==> src/rtl/tune_pkg.sv <==
package tune_pkg;
    typedef enum logic [2:0] {
        ST_IDLE,
        ST_APPLY,
        ST_XFER,
        ST_NEXT,
        ST_SETTLE,
        ST_FINISH,
        ST_FAIL
    } tune_state_e;
endpackage

==> src/rtl/tune_timer.sv <==
module tune_timer #(
    parameter int TMO_CYC = 16
) (
    input  logic clk,
    input  logic rst_n,
    input  logic run,
    output logic expired
);
    localparam int CW = $clog2(TMO_CYC + 1);

    logic [CW-1:0] cnt_q;

    assign expired = run && (cnt_q == CW'(TMO_CYC - 1));

    always_ff @(posedge clk or negedge rst_n) begin
        if (!rst_n)
            cnt_q <= '0;
        else if (!run)
            cnt_q <= '0;
        else if (!expired)
            cnt_q <= cnt_q + 1'b1;
    end


    cnt_bound_chk: assert property (@(posedge clk) disable iff (!rst_n)
        cnt_q <= CW'(TMO_CYC - 1));
endmodule

==> src/rtl/tune_streak.sv <==
module tune_streak #(
    parameter int NUM_TAPS = 40,
    parameter int TAP_W    = 6,
    parameter int LEN_W    = 6
) (
    input  logic             clk,
    input  logic             rst_n,
    input  logic             clr,
    input  logic             rec,
    input  logic             pass,
    input  logic [TAP_W-1:0] tap,
    output logic [LEN_W-1:0] best_len,
    output logic [TAP_W-1:0] best_end
);
    logic [LEN_W-1:0] cur_q;
    logic [LEN_W-1:0] cur_inc;

    assign cur_inc = cur_q + 1'b1;

    always_ff @(posedge clk or negedge rst_n) begin
        if (!rst_n) begin
            cur_q    <= '0;
            best_len <= '0;
            best_end <= '0;
        end else if (clr) begin
            cur_q    <= '0;
            best_len <= '0;
            best_end <= '0;
        end else if (rec) begin
            if (pass) begin
                cur_q <= cur_inc;
                if (cur_inc > best_len) begin
                    best_len <= cur_inc;
                    best_end <= tap;
                end
            end else begin
                cur_q <= '0;
            end
        end
    end


    best_cover_chk: assert property (@(posedge clk) disable iff (!rst_n)
        cur_q <= best_len);


    best_mono_chk: assert property (@(posedge clk) disable iff (!rst_n)
        !clr |=> best_len >= $past(best_len));


    streak_clear_chk: assert property (@(posedge clk) disable iff (!rst_n)
        (rec && !pass && !clr) |=> cur_q == '0);
endmodule

==> src/rtl/tune_search.sv <==
module tune_search
    import tune_pkg::*;
#(
    parameter int NUM_TAPS = 40,
    parameter int TMO_CYC  = 16,
    parameter int TAP_W    = 6
) (
    input  logic             clk,
    input  logic             rst_n,
    input  logic             start_i,
    input  logic             hs200_i,
    input  logic             upd_done_i,
    input  logic             res_valid_i,
    input  logic             res_pass_i,
    output logic [TAP_W-1:0] tap_o,
    output logic             upd_req_o,
    output logic             xfer_req_o,
    output logic             done_o,
    output logic             err_o
);
    localparam int LEN_W = $clog2(NUM_TAPS + 1);
    localparam logic [TAP_W-1:0] LAST_TAP = TAP_W'(NUM_TAPS - 1);

    tune_state_e      state_q, state_d;
    logic [TAP_W-1:0] tap_q;
    logic             err_q;
    logic             tmo;
    logic             accept;
    logic             rec;
    logic             pass;
    logic [LEN_W-1:0] best_len;
    logic [TAP_W-1:0] best_end;
    logic [TAP_W-1:0] centre;
    logic             at_last;

    assign accept  = (state_q == ST_IDLE) && start_i;
    assign at_last = (tap_q == LAST_TAP);
    assign rec     = ((state_q == ST_APPLY) && !upd_done_i && tmo)
                   || ((state_q == ST_XFER) && res_valid_i);
    assign pass    = (state_q == ST_XFER) && res_pass_i;
    assign centre  = best_end - TAP_W'(best_len >> 1);

    tune_timer #(.TMO_CYC(TMO_CYC)) i_timer (
        .clk     (clk),
        .rst_n   (rst_n),
        .run     (upd_req_o),
        .expired (tmo)
    );

    tune_streak #(.NUM_TAPS(NUM_TAPS), .TAP_W(TAP_W), .LEN_W(LEN_W)) i_streak (
        .clk      (clk),
        .rst_n    (rst_n),
        .clr      (accept),
        .rec      (rec),
        .pass     (pass),
        .tap      (tap_q),
        .best_len (best_len),
        .best_end (best_end)
    );

    always_comb begin
        state_d = state_q;
        unique case (state_q)
            ST_IDLE:   if (start_i) state_d = hs200_i ? ST_APPLY : ST_FINISH;
            ST_APPLY:  if (upd_done_i) state_d = ST_XFER;
                       else if (tmo) state_d = ST_NEXT;
            ST_XFER:   if (res_valid_i) state_d = ST_NEXT;
            ST_NEXT:   if (!at_last) state_d = ST_APPLY;
                       else state_d = (best_len == '0) ? ST_FAIL : ST_SETTLE;
            ST_SETTLE: if (upd_done_i || tmo) state_d = ST_FINISH;
            ST_FINISH: state_d = ST_IDLE;
            ST_FAIL:   state_d = ST_IDLE;
            default:   state_d = ST_IDLE;
        endcase
    end

    always_ff @(posedge clk or negedge rst_n) begin
        if (!rst_n) begin
            state_q <= ST_IDLE;
            tap_q   <= '0;
            err_q   <= 1'b0;
        end else begin
            state_q <= state_d;
            if (accept) begin
                err_q <= 1'b0;
                if (hs200_i) tap_q <= '0;
            end
            if (state_q == ST_NEXT) begin
                if (!at_last)
                    tap_q <= tap_q + 1'b1;
                else if (best_len != '0)
                    tap_q <= centre;
                else
                    err_q <= 1'b1;
            end
        end
    end

    always_comb begin
        tap_o      = tap_q;
        err_o      = err_q;
        upd_req_o  = (state_q == ST_APPLY) || (state_q == ST_SETTLE);
        xfer_req_o = (state_q == ST_XFER);
        done_o     = (state_q == ST_FINISH) || (state_q == ST_FAIL);
    end


    done_pulse_chk: assert property (@(posedge clk) disable iff (!rst_n)
        done_o |=> !done_o);


    req_excl_chk: assert property (@(posedge clk) disable iff (!rst_n)
        !(upd_req_o && xfer_req_o));


    tap_range_chk: assert property (@(posedge clk) disable iff (!rst_n)
        tap_o <= LAST_TAP);


    err_with_done_chk: assert property (@(posedge clk) disable iff (!rst_n)
        $rose(err_o) |-> done_o);


    busy_tap_chk: assert property (@(posedge clk) disable iff (!rst_n)
        (xfer_req_o && !res_valid_i) |=> $stable(tap_o));
endmodule

==> config.mk <==
export PLATFORM = sky130hd
export DESIGN_NAME = tune_search
export DESIGN_NICKNAME = d
export VERILOG_FILES = /design/src/rtl/tune_pkg.sv /design/src/rtl/tune_timer.sv /design/src/rtl/tune_streak.sv /design/src/rtl/tune_search.sv
export SDC_FILE = /design/constraint.sdc
export NUM_CORES = 1
export LEC_CHECK = 0
export ABC_AREA = 1
export CORE_UTILIZATION = 35
export CTS_CLUSTER_DIAMETER = 30
export CTS_CLUSTER_SIZE = 8
export DETAILED_ROUTE_END_ITERATION = 12
export GPL_ROUTABILITY_DRIVEN = 0
export PLACE_DENSITY = 0.57
export SLEW_MARGIN = 20
export SYNTH_ARGS = -nofsm -noshare
export SYNTH_HDL_FRONTEND = slang
export SYNTH_SLANG_ARGS = --single-unit
export TNS_END_PERCENT = 100
==> constraint.sdc <==
create_clock -name clk -period 5.8 [get_ports clk]
set_input_delay 1.16 -clock clk [delete_from_list [all_inputs] [get_ports clk]]
set_output_delay 1.16 -clock clk [all_outputs]
set_load 0.05 [all_outputs]
==> results.md <==
- Ys Warns: 0
- Post-Synth Adder-Cell Area: 9.27%
- Final Max Slew Viols: 0
- Minimum clock period: 3.17 ns
- Hold Fails Final Rpt: 0
- Final ANT Viol Nets: 0
- Number of remaining DRC errors: 0
- Clk_skew: 0.00822 ns
- Num CTS Buffers: 5
- Met3 usage: 3.22%
- Asr flop ratio synth: 100%
- WHS Path Cells: 2
- Gr busiest metal: met2
- Resized cells post-CTS: 0
- Most frequent cells after synthesis: nand2_1 (88), inv_1 (35), dfrtp_1 (33)
- I/O Buffers: 16
- DR WL/cell: 12.4 um
- NetSw: 0.710 mW
- Share of power burned in registers: 28.3%
- Syn-to-layout area delta: 14.3%
- Post-route insts no fill: 393
- Vias post-DR: 1891
- # placed instances: 385
- CP Class: register to output pin
- Top Ports: 17
- Share of Yosys cell area claimed by the top area cell type: 36.9%
- Seq/Total Area, Yosys: 36.9%
- Syn Std Cell Area: 2240 um^2
- Core ar.: 6060 um^2
- Hold path startpoint: i_streak.best_len[5]
- Simple-Gate Fraction of Synth Area: 34.1%
- Overflow after GRT: 0
- Power Internal: 0.704 mW
- Max-slew headroom: 49.4%
- Post-synthesis cell count: 299
- Worst reg2reg path startpoint: i_streak.cur_q[0]
- Antenna fix cells: 0
- Sw frac: 50.2%
- Std cell rows: 28
- # H-tree levels: 2
- Post-synthesis mux area share: 0%
- RSZ-0062 raised after global routing: no
- First-pass GRT wire length: 8290 um
- Iter 0 DRT Violations: 73
- Clk buf depth: 2
- Worst min-delay path class: register to register
- Die Footprint: 6730 um^2
- Critical Path RT: 4.64 ns
- Clk Latency, worst-skew pair: 0.28 ns
- Worst VDD drop: 0.271 mV
- Clock Power Share: 13.7%
- Hold EP: i_streak.best_len[5]
- Netlist cell types: 33
- Largest cells by area after synthesis: dfrtp_1 (37%), nand2_1 (15%), ha_1 (8.4%)
- Startpoint class of the critical path: register
- Post-DP HPWL: 3750 um
- Comb pwr share: 57.9%
- FF+latch count, synth: 33
- Outcome: completed
- Root buf cell: clkbuf_8
- Post-synth top area cell: dfrtp_1
- Worst-path fanout max: 7
- Fin worst setup slack: 2.63 ns
- Xor and xnor area share after synthesis: 3.91%
- Crit path DAT: 2.01 ns
- Setup tns final: 0 ns
- Post-synth EDFFs: 0
- Antenna violations before repair: 0
- Worst Setup End Kind: output pin
- Power Dens Cells: 552 nW/um^2
- Reg2reg path depth: 14
- Chip height: 82.0 um
- Final period utilization: 54.7%
- Compound-gate portion of the synthesized area: 7.87%
- Final core occ: 42.3%
- GRT Util Overall: 16.5%
- Final nets: 340
- Overall power: 1.41 mW
- Final setup fails: 0
- Post-CTS Setup Inserts: 0
- Clock-pin slew on the worst setup and hold paths: 0.07 ns
- TritonCTS clock tree: yes
- Vias per inst: 4.81
- Fraction of layout cells with a size suffix above 1: 8.18%
- R2r endpoint: i_streak.best_len[2]
- Most frequent cell after synthesis: nand2_1
- CTS Hold Bufs: 0
- Static leakage: 1.33 nW
- Net Count, Synth: 322
- Vias in the first global route: 1724
- Pre-CTS setup slack: 2.78 ns
- R2R Setup Slk: 3.43 ns
- Slew @ Worst Pin: 0.760 ns
- Met1 usage: 23.2%
- Main combinational cell family by area after synthesis: simple AND/OR/NAND/NOR gates
- Predominant post-synthesis flop cell: dfrtp_1
- Initial core utilization: 37.0%
- Fmax: 315 MHz
- DR pass1 iterations: 4
- Max cap viols: 0
- Pin count of the biggest net entering global routing: 34
- Total Routed Length: 4880 um
- Syn avg cell area: 7.49 um^2
- Die X-Extent: 82.0 um
- TritonCTS Sinks: 33
- Global routing usage on met2: 25.3%
## area by class of cell
cell class / instances / area (um^2)
Fill cell: 656 / 3500
Multi-Input combinational cell: 221 / 1230
Sequential cell: 33 / 826
Timing Repair Buffer: 16 / 155
Inverter: 40 / 150
Clock buffer: 7 / 96.3
Tap cell: 75 / 93.8
Clock inverter: 1 / 5.00
## layout by cell type, fill, tap and decap left out, types with 2 or more instances in the layout
master	synthesis	routed
dfrtp_1	33	33
inv_1	35	35
clkbuf_8	0	7
nand3_1	21	21
nand4_1	2	2
inv_2	5	5
xor2_1	8	8
a21oi_1	11	11
nor2_1	26	26
o22ai_1	5	5
nand3_2	2	2
xnor2_1	2	2
o21ai_1	2	2
o21bai_1	2	2
clkdlybuf4s50_1	0	15
nand3b_1	12	12
nand2_1	88	88
o21ai_0	5	5
nor3_1	3	3
ha_1	15	15
nand2_2	5	5
## per-stage QoR
| stage | cell area [um^2] | hold WS (ns) |
|---|---|---|
| finish | 2560 | 0.479 |
| global route | 2560 | 0.528 |
| CTS | 2560 | 0.481 |
| detailed placement | 2460 | 0.463 |
| global placement | 2460 | 0.457 |
| floorplan | 2240 | 0.442 |
## sequential cells by signal, summed over array words and instances, names as in the netlist
register / flops
i_streak.best_end: 6
err_o: 1
i_streak.cur_q: 6
i_streak.best_len: 6
i_timer.cnt_q: 5
tap_o: 6
state_q: 3
## worst max-delay path: stages, from the launching register on
cell and delay, ns:
dfrtp_1 0.44, inv_1 0.14, nand3_1 0.15, nand2_2 0.16
clkdlybuf4s50_1 0.83
## power by group through the flow
stage          registers, mW  clock network [mW]  logic (mW)
3_5_place_dp           0.404                   0       0.819
3_3_place_gp           0.404                   0       0.815
5_1_grt                0.417               0.207       0.927
6_report               0.401               0.194       0.819
2_1_floorplan          0.448                   0       0.569
4_1_cts                0.400               0.198       0.825
## logic make-up (layout without fill, tap and decap cells)
family	Yosys count	after routing
simple gates	165	165
flops	33	33
compound gates	30	30
xor+xnor	10	10
buf+inv	45	64
fa+ha+maj	16	16
## per-layer routing
| layer | vias up | part of all wire (%) | routed length [um] |
|---|---|---|---|
| li1 | 992 | - | - |
| met1 | 859 | 52 | 2530 |
| met2 | 36 | 43 | 2110 |
| met3 | 4 | 3.9 | 188 |
| met4 | 0 | 0.84 | 41 |
| met5 | - | 0 | 0 |
## worst max-delay path by stage
| stage | startpoint | depth (start not counted) | slack (ns) | endpoint |
|---|---|---|---|---|
| global route | state_q[0] | 4 | 2.53 | upd_req_o |
| floorplan | state_q[2] | 4 | 3.21 | done_o |
| global placement | start_i | 6 | 2.85 | i_streak.best_len[3] |
| finish | state_q[1] | 4 | 2.63 | upd_req_o |
| CTS | state_q[1] | 4 | 2.62 | upd_req_o |
| detailed placement | start_i | 6 | 2.78 | i_streak.best_end[5] |
Note: power is estimated with default switching activity, not from simulation.
